## src/rtl/pgwalk_pkg.sv

```systemverilog
package pgwalk_pkg;

    localparam int VA_W    = 32;
    localparam int OFF_W   = 12;
    localparam int IDX_W   = 10;
    localparam int LEVELS  = 2;
    localparam int VPN_W   = VA_W - OFF_W;
    localparam int FRAME_W = VA_W - OFF_W;
    localparam int ENT_W   = 32;
    localparam int RSV_W   = ENT_W - FRAME_W - 2;
    localparam int ENT_SH  = $clog2(ENT_W / 8);

    typedef enum logic [1:0] {
        FLT_NONE    = 2'b00,
        FLT_BOUNDS  = 2'b01,
        FLT_INVALID = 2'b10,
        FLT_PROT    = 2'b11
    } fault_e;

    typedef struct packed {
        logic [FRAME_W-1:0] frame;
        logic [RSV_W-1:0]   rsvd;
        logic               wr_ok;
        logic               present;
    } pte_t;

    typedef enum logic [2:0] {
        S_IDLE,
        S_OREQ,
        S_OWAIT,
        S_IREQ,
        S_IWAIT,
        S_DONE
    } walk_state_e;

    function automatic logic [VA_W-1:0] slot_addr(input logic [VA_W-1:0] base,
                                                  input logic [IDX_W-1:0] idx);
        return base + {{(VA_W-IDX_W-ENT_SH){1'b0}}, idx, {ENT_SH{1'b0}}};
    endfunction

    function automatic logic [VA_W-1:0] frame_base(input logic [FRAME_W-1:0] f);
        return {f, {OFF_W{1'b0}}};
    endfunction

endpackage

```

## src/rtl/pgwalk_addr_split.sv

```systemverilog
module pgwalk_addr_split
    import pgwalk_pkg::*;
#(
    parameter int VPNW = VPN_W,
    parameter int IDXW = IDX_W,
    parameter int LVLS = LEVELS
) (
    input  logic [VPNW-1:0]            vpn,
    input  logic [VPNW-1:0]            limit,
    output logic [LVLS-1:0][IDXW-1:0]  idx,
    output logic                       in_range
);

    // index 0 is the outer (most significant) slice
    generate
        for (genvar l = 0; l < LVLS; l++) begin : g_lvl
            assign idx[l] = vpn[VPNW-1-l*IDXW -: IDXW];
        end
    endgenerate

    assign in_range = (vpn < limit);

endmodule

```

## src/rtl/pgwalk_entry_check.sv

```systemverilog
module pgwalk_entry_check
    import pgwalk_pkg::*;
(
    input  pte_t   pte,
    input  logic   is_write,
    output fault_e verdict
);

    // presence wins over permission
    always_comb begin
        if (!pte.present)
            verdict = FLT_INVALID;
        else if (is_write && !pte.wr_ok)
            verdict = FLT_PROT;
        else
            verdict = FLT_NONE;
    end

    logic unused_bits;
    assign unused_bits = ^{pte.frame, pte.rsvd};

endmodule

```

## src/rtl/pgwalk_seq.sv

```systemverilog
module pgwalk_seq
    import pgwalk_pkg::*;
(
    input  logic               clk,
    input  logic               rst,
    input  logic               req_valid,
    output logic               req_ready,
    input  logic               req_write,
    input  logic [OFF_W-1:0]   req_off,
    input  logic [VPN_W-1:0]   req_vpn,
    input  logic [IDX_W-1:0]   outer_idx,
    input  logic [IDX_W-1:0]   inner_idx,
    input  logic               in_range,
    input  logic [VA_W-1:0]    base,
    output logic               mem_req_valid,
    input  logic               mem_req_ready,
    output logic [VA_W-1:0]    mem_req_addr,
    input  logic               mem_rsp_valid,
    input  pte_t               rsp_pte,
    input  fault_e             verdict,
    output logic               chk_write,
    output logic               res_valid,
    input  logic               res_ready,
    output fault_e             res_fault,
    output logic               res_level,
    output logic [VA_W-1:0]    res_paddr,
    output logic               fill_valid,
    output logic [VPN_W-1:0]   fill_vpn,
    output logic [FRAME_W-1:0] fill_frame,
    output logic               fill_writable
);

    walk_state_e         state_q;
    logic [VA_W-1:0]     addr_q;
    logic [IDX_W-1:0]    iidx_q;
    logic [VPN_W-1:0]    vpn_q;
    logic [OFF_W-1:0]    off_q;
    logic                wr_q;
    logic                wp_q;
    logic                lvl_q;
    logic                fill_q;
    fault_e              fault_q;
    logic [FRAME_W-1:0]  frame_q;

    always_ff @(posedge clk) begin
        if (rst) begin
            state_q <= S_IDLE;
            addr_q  <= '0;
            iidx_q  <= '0;
            vpn_q   <= '0;
            off_q   <= '0;
            wr_q    <= 1'b0;
            wp_q    <= 1'b0;
            lvl_q   <= 1'b0;
            fill_q  <= 1'b0;
            fault_q <= FLT_NONE;
            frame_q <= '0;
        end else begin
            fill_q <= 1'b0;
            unique case (state_q)
                S_IDLE: begin
                    if (req_valid) begin
                        vpn_q   <= req_vpn;
                        off_q   <= req_off;
                        wr_q    <= req_write;
                        iidx_q  <= inner_idx;
                        frame_q <= '0;
                        lvl_q   <= 1'b0;
                        if (!in_range) begin
                            fault_q <= FLT_BOUNDS;
                            state_q <= S_DONE;
                        end else begin
                            fault_q <= FLT_NONE;
                            addr_q  <= slot_addr(base, outer_idx);
                            state_q <= S_OREQ;
                        end
                    end
                end
                S_OREQ: begin
                    if (mem_req_ready) state_q <= S_OWAIT;
                end
                S_OWAIT: begin
                    if (mem_rsp_valid) begin
                        if (verdict != FLT_NONE) begin
                            fault_q <= verdict;
                            lvl_q   <= 1'b0;
                            state_q <= S_DONE;
                        end else begin
                            addr_q  <= slot_addr(frame_base(rsp_pte.frame), iidx_q);
                            wp_q    <= rsp_pte.wr_ok;
                            state_q <= S_IREQ;
                        end
                    end
                end
                S_IREQ: begin
                    if (mem_req_ready) state_q <= S_IWAIT;
                end
                S_IWAIT: begin
                    if (mem_rsp_valid) begin
                        lvl_q <= 1'b1;
                        if (verdict != FLT_NONE) begin
                            fault_q <= verdict;
                        end else begin
                            frame_q <= rsp_pte.frame;
                            wp_q    <= wp_q & rsp_pte.wr_ok;
                            fill_q  <= 1'b1;
                        end
                        state_q <= S_DONE;
                    end
                end
                S_DONE: begin
                    if (res_ready) state_q <= S_IDLE;
                end
                default: state_q <= S_IDLE;
            endcase
        end
    end

    assign req_ready     = (state_q == S_IDLE);
    assign mem_req_valid = (state_q == S_OREQ) || (state_q == S_IREQ);
    assign mem_req_addr  = addr_q;
    assign chk_write     = wr_q;
    assign res_valid     = (state_q == S_DONE);
    assign res_fault     = fault_q;
    assign res_level     = lvl_q;
    assign res_paddr     = (fault_q == FLT_NONE) ? {frame_q, off_q} : '0;
    assign fill_valid    = fill_q;
    assign fill_vpn      = vpn_q;
    assign fill_frame    = frame_q;
    assign fill_writable = wp_q;

    // idle walker has nothing outstanding
    p_idle_quiet_r7: assert property (@(posedge clk) disable iff (rst)
        req_ready |-> (!mem_req_valid && !res_valid));

    // a pending memory read does not move
    p_memreq_hold_r9: assert property (@(posedge clk) disable iff (rst)
        (mem_req_valid && !mem_req_ready) |=> (mem_req_valid && $stable(mem_req_addr)));

    // an unconsumed result does not move
    p_res_hold_r9: assert property (@(posedge clk) disable iff (rst)
        (res_valid && !res_ready) |=>
            (res_valid && $stable(res_fault) && $stable(res_paddr) && $stable(res_level)));

    // fills only accompany a fresh successful result
    p_fill_success_r8: assert property (@(posedge clk) disable iff (rst)
        fill_valid |-> (res_valid && res_fault == FLT_NONE && !$past(res_valid)));

    // bounds faults are always reported at the outer level
    p_bounds_outer_r3: assert property (@(posedge clk) disable iff (rst)
        (res_valid && res_fault == FLT_BOUNDS) |-> !res_level);

endmodule

```

## src/rtl/pgwalk_top.sv

```systemverilog
module pgwalk_top
    import pgwalk_pkg::*;
(
    input  logic               clk,
    input  logic               rst,
    input  logic               req_valid,
    output logic               req_ready,
    input  logic [VA_W-1:0]    req_vaddr,
    input  logic               req_write,
    input  logic [VA_W-1:0]    pt_base,
    input  logic [VPN_W-1:0]   pt_limit,
    output logic               mem_req_valid,
    input  logic               mem_req_ready,
    output logic [VA_W-1:0]    mem_req_addr,
    input  logic               mem_rsp_valid,
    input  logic [ENT_W-1:0]   mem_rsp_data,
    output logic               res_valid,
    input  logic               res_ready,
    output logic [1:0]         res_fault,
    output logic               res_level,
    output logic [VA_W-1:0]    res_paddr,
    output logic               fill_valid,
    output logic [VPN_W-1:0]   fill_vpn,
    output logic [FRAME_W-1:0] fill_frame,
    output logic               fill_writable
);

    logic [LEVELS-1:0][IDX_W-1:0] idx;
    logic   in_range;
    logic   chk_write;
    pte_t   rsp_pte;
    fault_e verdict;
    fault_e fault_w;

    assign rsp_pte   = pte_t'(mem_rsp_data);
    assign res_fault = fault_w;

    pgwalk_addr_split u_split (
        .vpn      (req_vaddr[VA_W-1:OFF_W]),
        .limit    (pt_limit),
        .idx      (idx),
        .in_range (in_range)
    );

    pgwalk_entry_check u_check (
        .pte      (rsp_pte),
        .is_write (chk_write),
        .verdict  (verdict)
    );

    pgwalk_seq u_seq (
        .clk           (clk),
        .rst           (rst),
        .req_valid     (req_valid),
        .req_ready     (req_ready),
        .req_write     (req_write),
        .req_off       (req_vaddr[OFF_W-1:0]),
        .req_vpn       (req_vaddr[VA_W-1:OFF_W]),
        .outer_idx     (idx[0]),
        .inner_idx     (idx[1]),
        .in_range      (in_range),
        .base          (pt_base),
        .mem_req_valid (mem_req_valid),
        .mem_req_ready (mem_req_ready),
        .mem_req_addr  (mem_req_addr),
        .mem_rsp_valid (mem_rsp_valid),
        .rsp_pte       (rsp_pte),
        .verdict       (verdict),
        .chk_write     (chk_write),
        .res_valid     (res_valid),
        .res_ready     (res_ready),
        .res_fault     (fault_w),
        .res_level     (res_level),
        .res_paddr     (res_paddr),
        .fill_valid    (fill_valid),
        .fill_vpn      (fill_vpn),
        .fill_frame    (fill_frame),
        .fill_writable (fill_writable)
    );

endmodule

```

## config.mk

```make
export PLATFORM = sky130hd
export DESIGN_NAME = pgwalk_top
export DESIGN_NICKNAME = d
export VERILOG_FILES = /design/src/rtl/pgwalk_pkg.sv /design/src/rtl/pgwalk_addr_split.sv /design/src/rtl/pgwalk_entry_check.sv /design/src/rtl/pgwalk_seq.sv /design/src/rtl/pgwalk_top.sv
export SDC_FILE = /design/constraint.sdc
export NUM_CORES = 1
export LEC_CHECK = 0
export CAP_MARGIN = 30
export CORE_MARGIN = 2
export CORE_UTILIZATION = 37
export CTS_BUF_LIST = sky130_fd_sc_hd__clkbuf_2 sky130_fd_sc_hd__clkbuf_4 sky130_fd_sc_hd__clkbuf_8
export DETAILED_ROUTE_END_ITERATION = 8
export PLACE_DENSITY = 0.72
export SYNTH_ARGS = -nofsm -noshare
export SYNTH_HDL_FRONTEND = slang
export SYNTH_SLANG_ARGS = --single-unit
```

## constraint.sdc

```tcl
create_clock -name clk -period 3.8 [get_ports clk]
set_clock_uncertainty 0.1 [all_clocks]
set_input_delay 0.95 -clock clk [delete_from_list [all_inputs] [get_ports clk]]
set_output_delay 0.95 -clock clk [all_outputs]
set_load 0.02 [all_outputs]
```

==> out/qor.yml <==
hold_end: "u_seq.off_q[11]"
holdBufCountCts: 0
synth_cell_types: 57
firstDrtPassIters: 7
grt_pass1_vias: 5495
ys_ff_latch: 93
area_growth_pct: 50.00
place_congestion: 0.8764
fp.dieArea_mm2: 0.01573
grt_usage: 0.2250
utilization: 0.5652
dp_hpwl_um: 13600
drv_slew: 0
final.period_utilization: 0.9089
slew_headroom: 0.4894
grt_pass1_wl_um: 28620
finalNonFillerCells: 1114
syn_area_per_cell_um2: 7.651
synth_area_leaders: "dfxtp_1 (34%), nand2_1 (9.4%), a21oi_1 (8.7%)"
p_switching_mw: 1.216
worstHoldPathCells: 2
yosys-top-cells-count: "nand2_1 (137), a21oi_1 (95), dfxtp_1 (93)"
grt_max_degree: 56
comb_power_share: 0.400
setup_tns_ns: 0
antenna_left: 0
max_clock_freq_mhz: 289.5
route.detailed.drc: 0
cts_resized: 0
ir_drop_mv: 0.1747
hold_class: "flop to flop"
cap_violations: 0
rrSetupSlack_ns: 1.49
cts.clk_slew.worst_paths_ns: 0.09
p_sw_frac: 0.3614
drt_iter0_drc: 432
p_per_area_mw_per_mm2: 411.4
timing.rr.start: "u_seq.state_q[0]"
p_leak_nw: 3.124
required_ns: 4.00
synth_largest_area_cell: "dfxtp_1"
synth_top_area_frac: 0.3413
boundaryPins: 235
die_x_um: 125.4
grt_overflow_total: 0
rr_worst_depth: 7
dp.cells: 1098
drive_gt1_frac: 0.06022
timing.rr.end: "u_seq.mem_req_addr[15]"
cp_max_fo: 9
yosysMostFrequentCell: "nand2_1"
hp-start: "u_seq.off_q[11]"
multi_input_area_mm2: 0.003321
hold_viol: 0
vias: 5731
final_nets: 1078
die_y_um: 125.4
antennaDiodeCount: 0
coreArea_mm2: 0.01448
synth_edf_count: 0
clockPowerShare: 0.247
synth_nets: 866
drt-total-wl_um: 17920
outcome: "finished clean"
viasPerCell: 5.145
total_power_mw: 3.366
ys_seq_area_frac: 0.3413
worst_pin_slew_ns: 0.7659
synth_ff_type: "dfxtp_1"
cp.arrival_ns: 3.66
cts_max_level: 3
end_kind: "flop"
rsz0062_at_grt: "no"
num_rows: 44
initial_core_util: 0.3768
portBuffers: 224
power.internal_mw: 2.150
dp_slack_ns: -0.02104
cts.sinks: 93
regArea_mm2: 0.001862
cts_tree: "built"
postSynth.asyncResetShare: 0
synth_warnings: 0
synthCells: 713
syn_area_mm2: 0.005455
setup_slack_ns: 0.3461
worstSkewPairLatency_ns: 0.37
root_buffer: "clkbuf_8"
post_cts_buffers: 0
criticalPathCategory: "primary input to flop"
cts-buffers-inserted: 9
start_kind: "primary input"
clockBufferDepth: 2
setup_violations: 0
p_seq_frac: 0.352
fin_crit_ns: 3.454
routedWlPerCell_um: 16.09
antenna_found_initial: 0
final.fill_count: 1354
how the worst max path moves through the flow:
stage,cells past startpoint,end,startpoint
after floorplan,9,u_seq.mem_req_addr[28],req_vaddr[22]
after global placement,10,u_seq.mem_req_addr[20],req_vaddr[22]
after detailed placement,10,u_seq.mem_req_addr[20],req_vaddr[22]
after CTS,10,u_seq.mem_req_addr[20],req_vaddr[22]
after global routing,10,u_seq.mem_req_addr[14],req_vaddr[22]
final,10,u_seq.mem_req_addr[20],req_vaddr[22]
flip-flops by register name (all words and copies together), names as in the netlist:
| signal | flops |
|---|---|
| u_seq.iidx_q | 9 |
| u_seq.mem_req_addr | 32 |
| u_seq.fill_writable | 1 |
| u_seq.fill_valid | 1 |
| u_seq.res_fault | 2 |
| u_seq.fill_vpn | 11 |
| u_seq.res_level | 1 |
| u_seq.state_q | 3 |
| u_seq.fill_frame | 20 |
| u_seq.off_q | 12 |
| u_seq.chk_write | 1 |
power groups by stage:
stage	clock network [mW]	registers, mW	logic [mW]
6_report	0.833	1.19	1.35
3_5_place_dp	0	1.21	1.35
3_3_place_gp	0	1.20	1.34
2_1_floorplan	0	1.29	0.655
5_1_grt	0.891	1.21	1.47
4_1_cts	0.853	1.19	1.35
per-layer routing:
metal  vias to the layer above  part of all wire  track usage
met5                         -                 0            0
met4                         0             0.024      0.07712
li1                       2900                 -            -
met1                      2585              0.46       0.3003
met3                        27             0.056      0.04236
met2                       219              0.46       0.3653
cell type report:
class	instances	area share
Clock buffer	10	0.01682
Clock inverter	6	0.01330
Inverter	29	0.01330
Multi-Input combinational cell	548	0.4058
Sequential cell	93	0.2275
Tap cell	184	0.02813
Timing Repair Buffer	244	0.2951
kinds of logic (layout without fill, tap and decap cells):
kind of cell | after synthesis | after routing | synth area share
mux | 6 | 6 | 0.01101
simple gates | 296 | 296 | 0.2615
buf+inv | 72 | 289 | 0.05138
fa+ha+maj | 30 | 30 | 0.07018
compound gates | 193 | 193 | 0.2278
xor+xnor | 23 | 23 | 0.03693
flops | 93 | 93 | 0.3413
critical path: stages:
cell and delay, ns:
clkdlybuf4s50_1 0.44, ha_1 0.25, fa_1 0.46, a211oi_1 0.38
nor3b_2 0.13, o211ai_4 0.38, nor2_1 0.11, xnor2_1 0.14
a211o_1 0.30, a21oi_1 0.12
placed cells by master (no fill, tap or decap), types with 5 or more instances in the layout:
cell,n
nor2_1,43
xnor2_1,12
a21oi_1,95
nand4_1,7
mux2i_1,6
a21o_1,6
a211o_1,19
and2_1,36
buf_4,19
nand3_1,32
nor2b_1,8
a211oi_1,5
dfxtp_1,93
xor2_1,11
nand2b_1,7
o21ai_0,16
clkdlybuf4s50_1,223
nand2_1,137
clkbuf_8,10
o21ai_1,7
inv_1,29
ha_1,29
o211ai_1,9
through the flow:
| step | hold WS, ns | area, µm² |
|---|---|---|
| finish | 0.3509 | 8183 |
| global route | 0.3757 | 8183 |
| CTS | 0.3554 | 8183 |
| detailed placement | 0.3426 | 7936 |
| global placement | 0.3370 | 7936 |
| floorplan | 0.3317 | 5455 |
Note: power is estimated with default switching activity, not from simulation.
